<file path="src/rtl/trig_seq_pkg.sv">
package trig_seq_pkg;

  localparam int SEL_W  = 2;
  localparam int N_SRC  = 1 << SEL_W;
  localparam int BYTE_W = 8;

  typedef enum logic [2:0] {
    ST_IDLE    = 3'd0,
    ST_WAIT_PT = 3'd1,
    ST_WAIT_A  = 3'd2,
    ST_COUNT   = 3'd3,
    ST_WAIT_B  = 3'd4,
    ST_DONE    = 3'd5
  } seq_state_e;

  typedef enum logic [1:0] {
    DM_RUNS   = 2'd0,
    DM_TRIG   = 2'd1,
    DM_EVENTS = 2'd2,
    DM_SPARE  = 2'd3
  } dly_mode_e;

  typedef enum logic [2:0] {
    CMD_RESTART  = 3'd0,
    CMD_FORCE    = 3'd1,
    CMD_MODE     = 3'd2,
    CMD_DLY_LO   = 3'd3,
    CMD_DLY_HI   = 3'd4,
    CMD_DLY_XFER = 3'd5,
    CMD_NOP      = 3'd6,
    CMD_CLEAR    = 3'd7
  } host_cmd_e;

  typedef struct packed {
    logic             multi;
    logic             direct;
    dly_mode_e        dmode;
    logic [SEL_W-1:0] b_sel;
    logic [SEL_W-1:0] a_sel;
  } mode_t;

endpackage

</file>
<file path="src/rtl/trig_rst_sync.sv">
module trig_rst_sync (
  input  logic clk,
  input  logic rst_n,
  output logic rst_n_sync
);

  logic [1:0] rs_q;
  logic [1:0] rs_d;

  always_comb rs_d = {rs_q[0], 1'b1};

  always_ff @(posedge clk or negedge rst_n) begin
    if (!rst_n) rs_q <= '0;
    else        rs_q <= rs_d;
  end

  assign rst_n_sync = rs_q[1];

endmodule

</file>
<file path="src/rtl/trig_edge_sync.sv">
// Multi-stage synchroniser; RISE selects a rising-edge pulse or the level.
module trig_edge_sync #(
  parameter int W      = 1,
  parameter int STAGES = 2,
  parameter bit RISE   = 1'b1
) (
  input  logic         clk,
  input  logic         rst_n,
  input  logic [W-1:0] d_in,
  output logic [W-1:0] ev_o
);

  logic [STAGES-1:0][W-1:0] stg_q;
  logic [STAGES-1:0][W-1:0] stg_d;

  always_comb stg_d = {stg_q[STAGES-2:0], d_in};

  always_ff @(posedge clk or negedge rst_n) begin
    if (!rst_n) stg_q <= '0;
    else        stg_q <= stg_d;
  end

  generate
    if (RISE) begin : g_rise
      logic [W-1:0] prev_q;
      always_ff @(posedge clk or negedge rst_n) begin
        if (!rst_n) prev_q <= '0;
        else        prev_q <= stg_q[STAGES-1];
      end
      assign ev_o = stg_q[STAGES-1] & ~prev_q;
    end else begin : g_level
      assign ev_o = stg_q[STAGES-1];
    end
  endgenerate

endmodule

</file>
<file path="src/rtl/trig_host_regs.sv">
module trig_host_regs
  import trig_seq_pkg::*;
#(
  parameter int DLY_W = 16
) (
  input  logic             clk,
  input  logic             rst_n,
  input  logic             wr_en,
  input  logic [2:0]       wr_addr,
  input  logic [7:0]       wr_data,
  output mode_t            mode_o,
  output logic [DLY_W-1:0] dly_cfg_o,
  output logic             restart_o,
  output logic             force_o,
  output logic             xfer_o
);

  localparam int HI_W = DLY_W - BYTE_W;

  host_cmd_e         cmd;
  mode_t             mode_q, mode_d;
  logic [BYTE_W-1:0] lo_q, lo_d;
  logic [HI_W-1:0]   hi_q, hi_d;

  assign cmd = host_cmd_e'(wr_addr);

  always_comb begin
    restart_o = wr_en && (cmd == CMD_RESTART);
    force_o   = wr_en && (cmd == CMD_FORCE);
    xfer_o    = wr_en && (cmd == CMD_DLY_XFER);
  end

  always_comb begin
    mode_d = mode_q;
    lo_d   = lo_q;
    hi_d   = hi_q;
    if (wr_en) begin
      case (cmd)
        CMD_MODE:   mode_d = mode_t'(wr_data);
        CMD_DLY_LO: lo_d   = wr_data;
        CMD_DLY_HI: hi_d   = wr_data[HI_W-1:0];
        CMD_CLEAR: begin
          mode_d = '0;
          lo_d   = '0;
          hi_d   = '0;
        end
        default: ;
      endcase
    end
  end

  always_ff @(posedge clk or negedge rst_n) begin
    if (!rst_n) begin
      mode_q <= '0;
      lo_q   <= '0;
      hi_q   <= '0;
    end else begin
      mode_q <= mode_d;
      lo_q   <= lo_d;
      hi_q   <= hi_d;
    end
  end

  assign mode_o    = mode_q;
  assign dly_cfg_o = {hi_q, lo_q};

endmodule

</file>
<file path="src/rtl/trig_dly_counter.sv">
module trig_dly_counter #(
  parameter int DLY_W = 16
) (
  input  logic             clk,
  input  logic             rst_n,
  input  logic             xfer_i,
  input  logic [DLY_W-1:0] cfg_i,
  input  logic             start_i,
  input  logic             dec_i,
  output logic             zero_o
);

  logic [DLY_W-1:0] reload_q, reload_d;
  logic [DLY_W-1:0] cnt_q, cnt_d;

  always_comb begin
    reload_d = xfer_i ? cfg_i : reload_q;
    cnt_d    = cnt_q;
    if (start_i)                   cnt_d = reload_q;
    else if (dec_i && (cnt_q != '0)) cnt_d = cnt_q - DLY_W'(1);
  end

  always_ff @(posedge clk or negedge rst_n) begin
    if (!rst_n) begin
      reload_q <= '0;
      cnt_q    <= '0;
    end else begin
      reload_q <= reload_d;
      cnt_q    <= cnt_d;
    end
  end

  assign zero_o = (cnt_q == '0);

endmodule

</file>
<file path="src/rtl/trig_seq_fsm.sv">
module trig_seq_fsm
  import trig_seq_pkg::*;
(
  input  logic       clk,
  input  logic       rst_n,
  input  logic       restart_i,
  input  logic       force_i,
  input  logic       pt_i,
  input  logic       a_ev_i,
  input  logic       b_ev_i,
  input  logic       tick_i,
  input  dly_mode_e  dmode_i,
  input  logic       direct_i,
  input  logic       multi_i,
  input  logic       zero_i,
  output seq_state_e state_o,
  output logic       jit_o,
  output logic       rec_o,
  output logic       start_o,
  output logic       dec_o
);

  seq_state_e state_q, state_d;
  logic       jit_q, jit_d;
  logic       rec_q, rec_d;
  logic       dec_src;
  logic       armed;

  always_comb begin
    if (dmode_i == DM_EVENTS) dec_src = b_ev_i;
    else if (multi_i)         dec_src = a_ev_i;
    else                      dec_src = tick_i;
    armed = (state_q == ST_WAIT_PT) || (state_q == ST_WAIT_A) ||
            (state_q == ST_COUNT)   || (state_q == ST_WAIT_B);
  end

  always_comb begin
    state_d = state_q;
    jit_d   = 1'b0;
    rec_d   = 1'b0;
    start_o = 1'b0;
    dec_o   = 1'b0;
    if (restart_i) begin
      state_d = ST_WAIT_PT;
    end else if (force_i && armed) begin
      rec_d   = 1'b1;
      state_d = ST_DONE;
    end else begin
      case (state_q)
        ST_IDLE, ST_DONE: ;
        ST_WAIT_PT: if (pt_i) state_d = ST_WAIT_A;
        ST_WAIT_A: begin
          if (!pt_i) begin
            state_d = ST_DONE;
          end else if (a_ev_i) begin
            jit_d = 1'b1;
            if (direct_i) begin
              rec_d   = 1'b1;
              state_d = ST_DONE;
            end else begin
              start_o = 1'b1;
              state_d = ST_COUNT;
            end
          end
        end
        ST_COUNT: begin
          if (!pt_i) begin
            state_d = ST_DONE;
          end else if (zero_i) begin
            if (dmode_i == DM_TRIG) begin
              state_d = ST_WAIT_B;
            end else begin
              rec_d   = 1'b1;
              state_d = ST_DONE;
            end
          end else begin
            dec_o = dec_src;
          end
        end
        ST_WAIT_B: begin
          if (!pt_i) begin
            state_d = ST_DONE;
          end else if (b_ev_i) begin
            rec_d   = 1'b1;
            state_d = ST_DONE;
          end
        end
        default: state_d = ST_IDLE;
      endcase
    end
  end

  always_ff @(posedge clk or negedge rst_n) begin
    if (!rst_n) begin
      state_q <= ST_IDLE;
      jit_q   <= 1'b0;
      rec_q   <= 1'b0;
    end else begin
      state_q <= state_d;
      jit_q   <= jit_d;
      rec_q   <= rec_d;
    end
  end

  assign state_o = state_q;
  assign jit_o   = jit_q;
  assign rec_o   = rec_q;

endmodule

</file>
<file path="src/rtl/trig_seq.sv">
module trig_seq
  import trig_seq_pkg::*;
#(
  parameter int DLY_W       = 16,
  parameter int SYNC_STAGES = 2
) (
  input  logic             clk,
  input  logic             rst_n,
  input  logic             wr_en,
  input  logic [2:0]       wr_addr,
  input  logic [7:0]       wr_data,
  input  logic             pt_done,
  input  logic [N_SRC-1:0] a_trig,
  input  logic [N_SRC-1:0] b_trig,
  input  logic             dly_tick,
  output logic             jit_trig,
  output logic             rec_trig,
  output logic [2:0]       seq_state
);

  logic             rst_n_sync;
  logic [N_SRC-1:0] a_rise, b_rise;
  logic             pt_lvl;
  mode_t            mode;
  logic [DLY_W-1:0] dly_cfg;
  logic             restart, force_trig, xfer;
  logic             start, dec, zero;
  seq_state_e       st;

  trig_rst_sync u_rst (.clk(clk), .rst_n(rst_n), .rst_n_sync(rst_n_sync));

  trig_edge_sync #(.W(N_SRC), .STAGES(SYNC_STAGES), .RISE(1'b1)) u_sync_a (
    .clk(clk), .rst_n(rst_n_sync), .d_in(a_trig), .ev_o(a_rise));

  trig_edge_sync #(.W(N_SRC), .STAGES(SYNC_STAGES), .RISE(1'b1)) u_sync_b (
    .clk(clk), .rst_n(rst_n_sync), .d_in(b_trig), .ev_o(b_rise));

  trig_edge_sync #(.W(1), .STAGES(SYNC_STAGES), .RISE(1'b0)) u_sync_pt (
    .clk(clk), .rst_n(rst_n_sync), .d_in(pt_done), .ev_o(pt_lvl));

  trig_host_regs #(.DLY_W(DLY_W)) u_regs (
    .clk(clk), .rst_n(rst_n_sync), .wr_en(wr_en), .wr_addr(wr_addr),
    .wr_data(wr_data), .mode_o(mode), .dly_cfg_o(dly_cfg),
    .restart_o(restart), .force_o(force_trig), .xfer_o(xfer));

  trig_dly_counter #(.DLY_W(DLY_W)) u_cnt (
    .clk(clk), .rst_n(rst_n_sync), .xfer_i(xfer), .cfg_i(dly_cfg),
    .start_i(start), .dec_i(dec), .zero_o(zero));

  trig_seq_fsm u_fsm (
    .clk(clk), .rst_n(rst_n_sync), .restart_i(restart), .force_i(force_trig),
    .pt_i(pt_lvl), .a_ev_i(a_rise[mode.a_sel]), .b_ev_i(b_rise[mode.b_sel]),
    .tick_i(dly_tick), .dmode_i(mode.dmode), .direct_i(mode.direct),
    .multi_i(mode.multi), .zero_i(zero), .state_o(st), .jit_o(jit_trig),
    .rec_o(rec_trig), .start_o(start), .dec_o(dec));

  assign seq_state = st;

endmodule

</file>
<file path="config.mk">
export PLATFORM = sky130hd
export DESIGN_NAME = trig_seq
export DESIGN_NICKNAME = d
export VERILOG_FILES = /design/src/rtl/trig_seq_pkg.sv /design/src/rtl/trig_rst_sync.sv /design/src/rtl/trig_edge_sync.sv /design/src/rtl/trig_host_regs.sv /design/src/rtl/trig_dly_counter.sv /design/src/rtl/trig_seq_fsm.sv /design/src/rtl/trig_seq.sv
export SDC_FILE = /design/constraint.sdc
export NUM_CORES = 1
export LEC_CHECK = 0
export BUFFER_PORTS_ARGS = -buffer_cell sky130_fd_sc_hd__buf_4
export CORE_ASPECT_RATIO = 0.8
export CORE_MARGIN = 2
export CORE_UTILIZATION = 35
export DETAILED_ROUTE_END_ITERATION = 10
export MAX_ROUTING_LAYER = met4
export REMOVE_ABC_BUFFERS = 1
export SLEW_MARGIN = 20
export SYNTH_ARGS = -nofsm -noshare
export SYNTH_HDL_FRONTEND = slang
export SYNTH_SLANG_ARGS = --single-unit
</file>
<file path="constraint.sdc">
create_clock -name clk -period 3.4 [get_ports clk]
set_input_delay 0.68 -clock clk [delete_from_list [all_inputs] [get_ports clk]]
set_output_delay 0.68 -clock clk [all_outputs]
set_load 0.01 [all_outputs]
</file>
======== Word-level counts from Yosys, hierarchy flattened ========
Index checks and enable logic that the tools add are counted.
word-level totals
  register bits after elaboration ......... 89
  output and inout bits ................... 5
operators by class
  $add $sub $neg .......................... 1
  magnitude comparators ................... 2
  equality and inequality tests ........... 18
  mux-type cells .......................... 50
  bitwise gates (word level) .............. 4
  reductions and logical operators ........ 21
operators with widths
  operator                                                               number
  8-bit case mux with 2 select lines                                     3
  16-bit two-way mux                                                     2
  1-bit two-way mux                                                      31
  3-bit two-way mux                                                      10
  16-bit logical NOT                                                     1
  16-bit nonzero test                                                    1
  16-bit by 1-bit subtractor with 16-bit output, second input constant   1
  3-bit equality test, second input constant                             5
  3-bit case mux with 5 select lines                                     1
  3-bit by 2-bit equality test with 1-bit output, second input constant  4
  5-bit by 4-bit != test with 1-bit output, second input constant        2
  4-bit AND                                                              2
  4-bit inverter                                                         2
  2-bit nonzero test                                                     4
  3-bit by 1-bit equality test with 1-bit output, second input constant  2
  3-bit logical NOT                                                      2
  2-bit by 3-bit < comparator with 1-bit output, second input constant   2
  2-bit AND reduction                                                    3
  1-bit logical AND                                                      5
  5-bit != test, second input constant                                   1
  5-bit AND reduction                                                    1
  1-bit binary-select mux with 2-bit select                              2
  4-bit != test, second input constant                                   1
  1-bit logical OR                                                       3
  other kinds (5)                                                        5

======== Logic depth before layout (Yosys ltp) ========
  depth in word-level cells ............... 14
  gate-level depth with buffers ........... 10
  mapped depth without buffers ............ 8

======== Hierarchy ========
Synthesis repeated with hierarchy kept, for this count alone.
second synthesis, totals
  cells, all modules ...................... 376
  area, all modules ....................... 4,267.8 um^2
by module, submodules not included
  module                          instances  cells an instance  area each (um^2)
  trig_dly_counter                1          164                1,715.4
  trig_host_regs                  1          115                1,198.6
  trig_edge_sync at u_sync_a ...  2          16                 355.3
  trig_seq_fsm                    1          58                 494.2
  trig_rst_sync                   1          3                  53.8
  trig_edge_sync at u_sync_pt     1          2                  50.0
  trig_seq                        1          2                  45.0

======== Least setup slack after synthesis ========
No wires, ideal clock.
  path kind ............................... reg-to-reg
  start ................................... register u_cnt.cnt_q[0]
  end ..................................... register u_cnt.cnt_q[15]
  setup time .............................. 0.118 ns
  arrival time ............................ 2.146 ns
  setup slack ............................. 1.136 ns
  stages on the path, launching flop included .. 10
  path buffers ............................ 1
  period minus slack after synthesis ...... 2.264 ns
  path through ............................ dfrtp_1 -> inv_1 -> ha_1 -> or4b_2 -> nor4_1 -> or2_2 -> nor3_1 -> buf_6 -> a32o_1 -> a21o_1
on the way
  cells in the longest elaborated chain, start to end .. 8
  elaborated cells between the ends (all ways) .. 12
  classes of those cells .................. add/sub: 1; mux: 7; reduce/logical: 4
RTL lines
  what                                 line                    RTL
  from (decl)                          trig_dly_counter.sv:14  logic [DLY_W-1:0] cnt_q, cnt_d;
  from (signal assigned)               trig_dly_counter.sv:29  cnt_q <= cnt_d;
  16-bit logical NOT                   trig_dly_counter.sv:33  assign zero_o = (cnt_q == '0);
  1-bit two-way mux                    trig_seq_fsm.sv:69      end else if (zero_i) begin
  1-bit two-way mux                    trig_seq_fsm.sv:67      if (!pt_i) begin
  1-bit two-way mux                    trig_seq_fsm.sv:49      case (state_q)
  1-bit two-way mux                    trig_seq_fsm.sv:45      end else if (force_i && armed) begin
  1-bit two-way mux                    trig_seq_fsm.sv:43      if (restart_i) begin
  1-bit logical AND                    trig_dly_counter.sv:20  else if (dec_i && (cnt_q != '0)) cnt_d = cnt_q - DLY_W'(1);
  2-bit nonzero test (no source line)  -
Several ways; a longest one is shown, not always the timed one. The select of a mux whose other input is x is not followed.
A chain may end at the register's enable or synchronous reset.

======== Worst setup path after layout ========
  start ................................... register u_cnt.cnt_q[0]
  end ..................................... register u_cnt.cnt_q[13]
The elaborated chain is that of the path after synthesis.

==> run summary <==
Outcome = completed
Layer with the highest usage = met1
Post-synth ARST share = 100.0%
DRC = 0
Hold_buf cts = 0
Nets = 413
Worst Hold Class = input pin to asynchronous set/reset pin
Tightest Pin Transition = 1.030 ns
Port Buffers = 28
Number of synthesized register bits = 89
CP Depth = 8
Detailed-route via count = 2886
Clk_skew = 0.004522 ns
CTS tree = yes
Starting Density = 36.06%
Fin Setup TNS = 0 ns
Post-route ant nets = 0
# Post-CTS Setup Buffers = 0
Power Internal = 2.318 mW
Synth area leader = dfrtp_1
Sequential share of power = 47.1%
Yosys top cell area share = 56.71%
Mean Syn Cell Area = 10.73 um^2
Crit end category = flip-flop
Critical path buffer and inverter count = 1
Seq/Total Area, Yosys = 56.71%
Finished Layout Cells = 536
WL per Instance = 15.80 um
Total GRT Usage = 15.64%
Critical Path RT = 3.63 ns
Pwr Density = 745.3 mW/mm^2
Hold Slack = 0.1116 ns
Mapped Cells = 366
Slowest stage cell on the critical path = or4b_2
Met2 Resource Use GR = 22.05%
Post-route setup slack = 0.4665 ns
I/O pins = 29
Min Tclk post-route = 2.933 ns
Switching share of power = 32.15%
Post-DP HPWL = 5723 um
DIE WIDTH = 122.4 um
Sink Count = 89
Routed WL = 8470 um
Die ar. = 0.01209 mm^2
Main area contributors after synthesis = dfrtp_1 57%, mux2_2 4.6%, nand2_1 4.0%
Clk slew on worst S/H paths = 0.06 ns
Dpl ws = 0.4309 ns
Vias in the first global route = 2738
Arr. time, crit path = 3.16 ns
Fin crit share = 86.28%
Diode count = 0
Placer Congestion = 0.8314
DR iter-0 viols = 316
Synth cell types = 53
Clk_lat worst skew = 0.34 ns
Max clock buf depth = 2
Root Driver = clkbuf_16
Startpoint types = flip-flop
Area occupied by multi-input gates = 0.001572 mm^2
Htree depth = 3
Final core occ = 42.08%
Clk pwr share = 31.7%
Global-route congestion overflow total = 0
Reg2Reg Depth = 8
Static Leak = 2.004 nW
Met3 usage = 4.167%
Top FF cell, synth = dfrtp_1
Unrepaired setup endpoints after global routing = no
Die Ht = 98.75 um
# setup viols final = 0
Cell family with most CP delay = simple AND/OR/NAND/NOR gates
Core area = 0.01089 mm^2
Number of max-cap violations = 0
Peak Freq = 0.3409 GHz
Area Growth Syn to Fin = 16.69%
Via density per instance = 5.384
Slew Viols, Final = 0
Max IR drop VDD = 0.3978 mV
CP Class = flip-flop to flip-flop
Slew margin rel. = 30.94%
Share of cells above drive strength 1 = 18.11%
Netlist Area Pre-Place = 0.003928 mm^2
Row cnt = 34
First-pass GRT wire length = 14250 um
Hold Violations, Final = 0
Combinational share of power = 21.3%
Initial antenna violation count = 0
Cells after DPL = 519
CTS buffer count = 9
Syn. warnings = 0
Reg area = 0.002231 mm^2
Crit Path Max Fanout = 17
P_sw = 1.098 mW
Fillers = 1068
Met1 Resource Use GR = 22.51%
Worst-path cell chain = inv_1 > ha_1 > or4b_2 > nor4_1 > or2_2 > or3_1 > o21ai_0 > a21o_1
CTS resizes = 0
TritonRoute pass-1 iters = 4
Max incr delay on CP = 0.59 ns
Largest net degree at the start of global routing = 88
Post-synth EDFFs = 0
-- path summary, 6_finish.rpt --
kind,from,endpoint,slack (ns)
max in group asynchronous,u_rst.rs_q[1],u_fsm.jit_o,2.51
worst max-delay path,u_cnt.cnt_q[0],u_cnt.cnt_q[13],0.47
worst max register to register,u_cnt.cnt_q[0],u_cnt.cnt_q[13],0.47
worst min register to register,u_rst.rs_q[1],u_regs.lo_q[0],0.26
worst min-delay path,rst_n,u_rst.rs_q[1],0.11
min in group clk,u_sync_a.stg_d[5],u_sync_a.stg_q[5],0.35
-- cell families (layout without fill, tap and decap cells) --
logic type	count (synthesis)	count (layout)	synth area share (%)
AOI/OAI and AO/OA	102	102	17.33
and+or+nand+nor	126	126	16.98
DFF	89	89	56.71
muxes	17	17	4.842
other	1	1	0.09548
adders and majority gates	2	2	0.6370
buffers and inverters	29	55	3.409
-- synthesized netlist by cell type (3+ instances only) --
cell type / number
dfrtp_1: 89
a21o_1: 6
nand3_1: 5
buf_2: 5
a31oi_1: 4
mux2_2: 16
nor2_1: 19
a32oi_1: 3
o22ai_1: 7
nand2_1: 42
or3_1: 6
nor4bb_1: 4
o21ai_0: 31
or4_1: 3
a211oi_1: 3
nor4_1: 8
o21ai_1: 6
a21oi_1: 6
o21a_1: 5
nand2b_1: 10
nor3_1: 9
clkbuf_1: 9
inv_1: 10
a22oi_1: 19
-- registers in the layout (all words and copies together) (netlist names), 3 cells and up --
register                cells
u_sync_a.stg_d              4
u_sync_a.g_rise.prev_q      4
u_regs.mode_o               8
u_cnt.reload_q             16
u_regs.lo_q                 8
u_sync_a.stg_q              4
u_fsm.state_o               3
u_regs.hi_q                 8
u_cnt.cnt_q                16
u_sync_b.stg_q              4
u_sync_b.g_rise.prev_q      4
u_sync_b.stg_d              4
-- metal layers --
layer  vias to the layer above  wire (um)
met5                         -          0
met4                         0         27
met2                        63       3927
met3                         2        352
li1                       1385          -
met1                      1436       4163
-- layout by cell type (no fill, tap or decap), types with 4 or more instances in the layout --
cell and instances:
dfrtp_1 88, nand2_1 42, o21ai_0 31, buf_4 28, nor2_1 19, a22oi_1 19, mux2_2 16, inv_1 10
nand2b_1 10, clkbuf_16 9, nor3_1 8, nor4_1 8, o22ai_1 7, or3_1 6, a21oi_1 6, o21ai_1 6
a21o_1 6, o21a_1 5, nand3_1 5, nor4bb_1 4, a31oi_1 4, inv_6 4
-- through the flow --
stage	power, mW	area, um^2
floorplan	2.067	3831
global placement	2.307	4225
detailed placement	2.339	4230
CTS	3.432	4556
global route	3.627	4583
finish	3.416	4583
-- power groups by stage --
stage / Combinational, mW / Clock (mW) / Sequential, mW
final: 0.727 / 1.08 / 1.61
after global routing: 0.821 / 1.15 / 1.65
after CTS: 0.710 / 1.11 / 1.61
after detailed placement: 0.705 / 0 / 1.63
after global placement: 0.687 / 0 / 1.62
after floorplan: 0.526 / 0 / 1.54
-- cell type report --
type	instances	share of cell area, %
tap	144	3.931
sequential	89	48.68
clock buffer	9	4.914
multi-input combinational	248	34.29
inverter	10	0.8190
clock inverter	7	2.184
timing repair buffer	29	5.187
(Power assumes the default switching activity.)
